--- src/rtl/uart_irlin_pkg.sv ---
package uart_irlin_pkg;
  localparam int OSR     = 16;
  localparam int BRK_BIT = 11;
  localparam int RZI_HOLD = 13;

  function automatic logic maj3(input logic [2:0] s);
    return (s[0] & s[1]) | (s[0] & s[2]) | (s[1] & s[2]);
  endfunction
endpackage

--- src/rtl/uart_baud.sv ---
module uart_baud #(
  parameter int DIV_W = 13
) (
  input  logic             clk,
  input  logic             rst,
  input  logic [DIV_W-1:0] div,
  output logic             tick
);
  logic [DIV_W-1:0] cnt;

  always_ff @(posedge clk) begin
    if (rst) begin
      cnt  <= '0;
      tick <= 1'b0;
    end else if (div == '0) begin
      cnt  <= '0;
      tick <= 1'b0;
    end else if (cnt >= div - 1'b1) begin
      cnt  <= '0;
      tick <= 1'b1;
    end else begin
      cnt  <= cnt + 1'b1;
      tick <= 1'b0;
    end
  end


  tick_needs_div_chk: assert property (@(posedge clk) disable iff (rst)
    tick |-> ($past(div) != '0));
endmodule

--- src/rtl/uart_tx.sv ---
module uart_tx #(
  parameter int DIV_W  = 13,
  parameter int DATA_W = 9
) (
  input  logic              clk,
  input  logic              rst,
  input  logic              tick,
  input  logic [DIV_W-1:0]  div,
  input  logic              len9,
  input  logic              inv,
  input  logic              rzi,
  input  logic [1:0]        pw,
  input  logic              start,
  input  logic              brk,
  input  logic [DATA_W-1:0] data,
  input  logic              rdbk,
  output logic              busy,
  output logic              txd,
  output logic              col
);
  localparam int SH_W = 16;
  localparam int PW_W = DIV_W + 2;

  logic              req, req_brk, active;
  logic [DATA_W-1:0] req_data;
  logic [SH_W-1:0]   sh;
  logic [3:0]        tcnt, bcnt, nbits;
  logic [PW_W-1:0]   pwc, w_clk, dz;
  logic              nrz, pulse, line_nxt;

  assign busy = req | active;
  assign dz   = {2'b00, div};

  always_comb begin
    case (pw)
      2'd0:    w_clk = dz + dz + dz;
      2'd1:    w_clk = dz;
      default: w_clk = ((dz >> 1) == '0) ? PW_W'(1) : (dz >> 1);
    endcase
  end

  assign nrz      = active ? sh[0] : 1'b1;
  assign pulse    = active && !sh[0] && (pwc != '0);
  assign line_nxt = (rzi ? pulse : nrz) ^ inv;

  always_ff @(posedge clk) begin
    if (rst) begin
      req <= 1'b0; req_brk <= 1'b0; req_data <= '0; active <= 1'b0;
      sh <= '1; tcnt <= '0; bcnt <= '0; nbits <= '0; pwc <= '0;
      txd <= 1'b1; col <= 1'b0;
    end else begin
      col <= 1'b0;
      if (start && !req && !active) begin
        req      <= 1'b1;
        req_brk  <= brk;
        req_data <= data;
      end
      if (pwc != '0) pwc <= pwc - 1'b1;
      if (tick) begin
        if (req && !active) begin
          active <= 1'b1;
          req    <= 1'b0;
          tcnt   <= '0;
          bcnt   <= '0;
          pwc    <= w_clk;
          if (req_brk) begin
            sh <= 16'h2000; nbits <= 4'd14;
          end else if (len9) begin
            sh <= {6'b0, 1'b1, req_data[8:0], 1'b0}; nbits <= 4'd11;
          end else begin
            sh <= {7'b0, 1'b1, req_data[7:0], 1'b0}; nbits <= 4'd10;
          end
        end else if (active) begin
          if (tcnt == 4'd8 && !rzi && rdbk != sh[0]) col <= 1'b1;
          tcnt <= tcnt + 1'b1;
          if (tcnt == 4'd15) begin
            sh  <= {1'b1, sh[SH_W-1:1]};
            pwc <= w_clk;
            if (bcnt == nbits - 4'd1) active <= 1'b0;
            else bcnt <= bcnt + 1'b1;
          end
        end
      end
      txd <= line_nxt;
    end
  end


  nrz_idle_level_chk: assert property (@(posedge clk) disable iff (rst)
    (!active && !rzi) |=> (txd == !$past(inv)));

  busy_req_kept_chk: assert property (@(posedge clk) disable iff (rst)
    (start && busy) |=> $stable(req_data));

  col_only_nrz_tx_chk: assert property (@(posedge clk) disable iff (rst)
    col |-> ($past(active) && !$past(rzi)));
endmodule

--- src/rtl/uart_rx.sv ---
module uart_rx
  import uart_irlin_pkg::*;
#(
  parameter int DATA_W = 9
) (
  input  logic              clk,
  input  logic              rst,
  input  logic              tick,
  input  logic              raw,
  input  logic              inv,
  input  logic              rzi,
  input  logic              len9,
  input  logic              wake_en,
  output logic              line,
  output logic              valid,
  output logic [DATA_W-1:0] data,
  output logic              ferr,
  output logic              brk,
  output logic              wake
);
  localparam int BRK_T = BRK_BIT * OSR;
  localparam int LC_W  = $clog2(BRK_T + 1);

  logic              s1, s2, lvl, line_q, busy, m;
  logic [3:0]        hcnt, tcnt, bidx, nd;
  logic [2:0]        smp;
  logic [DATA_W-1:0] sh;
  logic [LC_W-1:0]   lowcnt;

  assign lvl  = s2 ^ inv;
  assign line = rzi ? !(lvl || hcnt != '0) : lvl;
  assign nd   = len9 ? 4'd9 : 4'd8;
  assign m    = maj3(smp);

  always_ff @(posedge clk) begin
    if (rst) begin
      s1 <= 1'b1; s2 <= 1'b1; hcnt <= '0; line_q <= 1'b1; wake <= 1'b0;
      busy <= 1'b0; tcnt <= '0; bidx <= '0; smp <= '0; sh <= '0;
      valid <= 1'b0; data <= '0; ferr <= 1'b0; brk <= 1'b0; lowcnt <= '0;
    end else begin
      s1     <= raw;
      s2     <= s1;
      line_q <= line;
      wake   <= wake_en && line_q && !line;
      valid  <= 1'b0;
      brk    <= tick && !line && (lowcnt == LC_W'(BRK_T - 1));
      if (rzi && lvl) hcnt <= 4'(RZI_HOLD);
      else if (tick && hcnt != '0) hcnt <= hcnt - 1'b1;
      if (line) lowcnt <= '0;
      else if (tick && lowcnt != LC_W'(BRK_T)) lowcnt <= lowcnt + 1'b1;
      if (tick) begin
        if (!busy) begin
          if (!line) begin
            busy <= 1'b1; tcnt <= '0; bidx <= '0;
          end
        end else begin
          tcnt <= tcnt + 1'b1;
          if (tcnt == 4'd7 || tcnt == 4'd8 || tcnt == 4'd9) smp <= {smp[1:0], line};
          if (tcnt == 4'd15) begin
            bidx <= bidx + 1'b1;
            if (bidx == '0) begin
              if (m) busy <= 1'b0;
            end else if (bidx <= nd) begin
              sh <= {m, sh[DATA_W-1:1]};
            end else begin
              busy  <= 1'b0;
              valid <= 1'b1;
              ferr  <= !m;
              data  <= len9 ? sh : {1'b0, sh[DATA_W-1:1]};
            end
          end
        end
      end
    end
  end


  valid_pulse_chk: assert property (@(posedge clk) disable iff (rst)
    valid |=> !valid);

  brk_pulse_chk: assert property (@(posedge clk) disable iff (rst)
    brk |=> !brk);

  wake_gated_chk: assert property (@(posedge clk) disable iff (rst)
    wake |-> $past(wake_en));
endmodule

--- src/rtl/uart_irlin.sv ---
module uart_irlin #(
  parameter int DIV_W  = 13,
  parameter int DATA_W = 9
) (
  input  logic              clk,
  input  logic              rst,
  input  logic [DIV_W-1:0]  div,
  input  logic              len9,
  input  logic              tx_inv,
  input  logic              rx_inv,
  input  logic              rzi_en,
  input  logic [1:0]        rzi_pw,
  input  logic              single_wire,
  input  logic              wake_en,
  input  logic              tx_start,
  input  logic              tx_brk,
  input  logic [DATA_W-1:0] tx_data,
  output logic              tx_busy,
  output logic              txd,
  input  logic              rxd,
  output logic              rx_valid,
  output logic [DATA_W-1:0] rx_data,
  output logic              rx_ferr,
  output logic              rx_brk,
  output logic              tx_col,
  output logic              wake
);
  logic tick, rx_line, rx_raw;

  assign rx_raw = single_wire ? (rxd & txd) : rxd;

  uart_baud #(.DIV_W(DIV_W)) u_baud (
    .clk(clk), .rst(rst), .div(div), .tick(tick)
  );

  uart_tx #(.DIV_W(DIV_W), .DATA_W(DATA_W)) u_tx (
    .clk(clk), .rst(rst), .tick(tick), .div(div), .len9(len9), .inv(tx_inv),
    .rzi(rzi_en), .pw(rzi_pw), .start(tx_start), .brk(tx_brk), .data(tx_data),
    .rdbk(rx_line), .busy(tx_busy), .txd(txd), .col(tx_col)
  );

  uart_rx #(.DATA_W(DATA_W)) u_rx (
    .clk(clk), .rst(rst), .tick(tick), .raw(rx_raw), .inv(rx_inv), .rzi(rzi_en),
    .len9(len9), .wake_en(wake_en), .line(rx_line), .valid(rx_valid),
    .data(rx_data), .ferr(rx_ferr), .brk(rx_brk), .wake(wake)
  );
endmodule

--- config.mk ---
export PLATFORM = sky130hd
export DESIGN_NAME = uart_irlin
export DESIGN_NICKNAME = d
export VERILOG_FILES = /design/src/rtl/uart_irlin_pkg.sv /design/src/rtl/uart_baud.sv /design/src/rtl/uart_tx.sv /design/src/rtl/uart_rx.sv /design/src/rtl/uart_irlin.sv
export SDC_FILE = /design/constraint.sdc
export NUM_CORES = 1
export LEC_CHECK = 0
export ABC_AREA = 1
export BUFFER_PORTS_ARGS = -buffer_cell sky130_fd_sc_hd__buf_2
export CAP_MARGIN = 20
export CORE_MARGIN = 4
export CORE_UTILIZATION = 45
export DETAILED_ROUTE_END_ITERATION = 12
export PLACE_DENSITY = 0.68
export SYNTH_ARGS = -nofsm -noshare
export SYNTH_HDL_FRONTEND = slang
export SYNTH_SLANG_ARGS = --single-unit
--- constraint.sdc ---
create_clock -name clk -period 4.4 [get_ports clk]
set_input_delay 0.44 -clock clk [delete_from_list [all_inputs] [get_ports clk]]
set_output_delay 0.44 -clock clk [all_outputs]
set_load 0.05 [all_outputs]
==> results.yml <==
power:
  leakagePower_uw: 0.00393
  power_per_cell_area_nw_per_um2: 423
  ir_drop_v: 0.000301
finish:
  n_fill_cell: 1613
  multi_input_area_um2: 4140
  drive_above_1_share_pct: 9.80
  syn_to_final_growth_pct: 14.4
  ff_latch_area_um2: 2380
  fin_util_pct: 52.3
  antennaDiodeCount: 0
  nNetsFinal: 1190
  layout.cells.non_filler: 1318
timing:
  period_share_pct: 70.4
  slew_viol_final: 0
  setup_viol: 0
  rsz0062_at_grt: "no"
  whs_ns: 0.261
  min_period_ns: 3.10
  worst_clock_skew_ns: 0.00789
  tightestPinTransition_ns: 0.656
  setup-tns-final_ns: 0
  hold_viol: 0
  maxSlewHeadroom_pct: 56.2
  setup_ws_ns: 1.30
  fmax_mhz: 323
min_path:
  hold_path_class: "input pin to flop"
  hold_path_depth: 3
yosys:
  synth.distinct_cells: 49
  synth_ff_type: "dfxtp_1"
  synth-seq-cells: 119
  yosysTopAreaCell: "dfxtp_1"
  synth_area_per_cell_um2: 6.96
  netlist_area_um2: 7270
  yosysSeqAreaShare_pct: 32.8
  synth_area_leaders: "dfxtp_1, ha_1, nand2_1"
  synth_top_area_share_pct: 32.8
  yosysWarnings: 0
  synth_nets: 1143
  synth-edff-count: 0
  synth_most_common_cell: "nand2_1"
  async_flop_share_pct: 0
  synth.cells.most_frequent: "nand2_1, inv_1, dfxtp_1"
  syn_inst: 1045
die:
  die_x_um: 135
  fp-row-count: 46
  pin_count: 51
  core_um2: 15900
  die_h_um: 135
  start_util_pct: 45.8
  die_area_um2: 18300
worst_setup_path:
  startpoint_type: "input pin"
  path_max_fanout: 13
  crit_path_top_delay_cell: "nand4_1"
  cp-end-kind: "flop"
  worstPathArrival_ns: 3.41
  crit_top_cell: "a21oi_1"
  criticalPathCategory: "input pin to flop"
  critPathMaxStageDelay_ns: 0.50
  cp_cell_sequence: "buf_2, inv_1, ha_1, inv_1, o21ai_1, a21oi_1, o21ai_1, nand2_1, nand2_1, xor2_1, ha_1, a21oi_1, o21ai_0, a21oi_1, nand4_1, nor3_1"
  cp.required_ns: 4.71
  reg2reg_depth: 10
global_route:
  grt_start_max_net_pins: 55
  grt_pass1_wl_um: 28200
  grt_pass1_vias: 6105
  overflow: 0
  antenna_found_initial: 0
  grt_use_total_pct: 18.7
clocking:
  path_clk_slew_ns: 0.05
  cts_tree: "done"
  cts_setup_buffers: 0
  cts-root-buf: "clkbuf_16"
  htree_levels: 4
  ctsHoldBuffers: 0
  clockBufferDepth: 2
  insertion_delay_ns: 0.41
  cts_resized: 0
  clock_sinks: 119
  numCtsBuffers: 17
routing:
  avgRoutedWirePerCell_um: 12.6
  drc: 0
  first_iter_violations: 405
  viasPerCell: 5.02
  drt_first_pass_iters: 5
  wl_um: 16600
  vias: 6615
  ant_nets: 0
placement:
  routabilityCongestion: 0.881
  place_ws_ns: 0.929
  io_buffers: 50
  hpwl_um: 12000
  dpl.cell_count: 1289
run:
  drv_cap: 0
status:
  outcome: "complete, no violations"
[per-stage QoR]
step | instance area [um^2] | total power (uW)
after floorplan | 7270 | 1850
after global placement | 7670 | 2020
after detailed placement | 7670 | 2030
after CTS | 8320 | 3550
after global routing | 8320 | 3730
final | 8320 | 3520
[worst max-delay path: cells and delay by family]
family / cells / cell delay [ns]
buffers and inverters: 3 / 0.38
and+or+nand+nor: 4 / 0.97
AOI/OAI and AO/OA: 6 / 0.96
adders and majority gates: 2 / 0.49
xor gates and xnor gates: 1 / 0.15
[cell families after synthesis]
group | share of synthesized area [%]
simple gates | 24.0
compound gates | 17.6
buf+inv | 10.3
flops | 32.8
fa+ha+maj | 10.9
xor+xnor | 4.34
[layout by cell type, fill, tap and decap left out, types with 17 or more instances in the layout]
master,n
a21oi_1,98
xor2_1,26
inv_1,158
clkbuf_16,17
nand3_1,52
o21ai_0,95
nand2_1,193
buf_2,50
dfxtp_1,119
nand4_1,21
ha_1,62
nor2_1,97
[report_power, final]
| part | internal [uW] | switching [uW] | leakage (uW) |
|---|---|---|---|
| logic | 299 | 507 | 0.00264 |
| clock network | 1040 | 460 | 0.000318 |
| registers | 1150 | 61.7 | 0.000967 |
[flip-flops by register name (all words and copies together), names as in the netlist, 3 cells and up]
register,count
u_tx.sh,16
u_tx.req_data,9
u_rx.smp,3
u_baud.cnt,13
u_rx.data,9
u_tx.nbits,3
u_rx.sh,9
u_rx.bidx,4
u_rx.tcnt,4
u_tx.bcnt,4
u_rx.hcnt,4
u_tx.tcnt,4
u_tx.pwc,15
u_rx.lowcnt,8
[final timing paths]
kind,from,endpoint,slack (ns)
setup reg to reg,u_tx.tcnt[1]$_SDFFE_PP0P_,u_tx.pwc[8]$_SDFF_PP0_,2.14
setup / recovery,div[2],u_baud.cnt[6]$_SDFF_PP0_,1.30
hold reg to reg,u_rx.s1$_SDFF_PP1_,u_rx.s2$_SDFF_PP1_,0.41
hold / removal,wake_en,u_rx.wake$_SDFF_PP0_,0.26
[cell type report]
type | instances | area share [%]
multi-input combinational | 738 | 49.8
sequential | 119 | 28.6
inverter | 164 | 7.40
clock buffer | 20 | 5.61
tap | 216 | 3.25
timing repair buffer | 52 | 3.19
clock inverter | 9 | 2.09
[routing by layer]
layer / wire (um) / global-route usage, % / vias to the layer above
li1: - / - / 3512
met1: 8040 / 24.8 / 2938
met2: 7570 / 30.0 / 137
met3: 622 / 4.10 / 28
met4: 361 / 6.89 / 0
met5: 0 / 0 / -
Power figures use the tool's default switching activity.
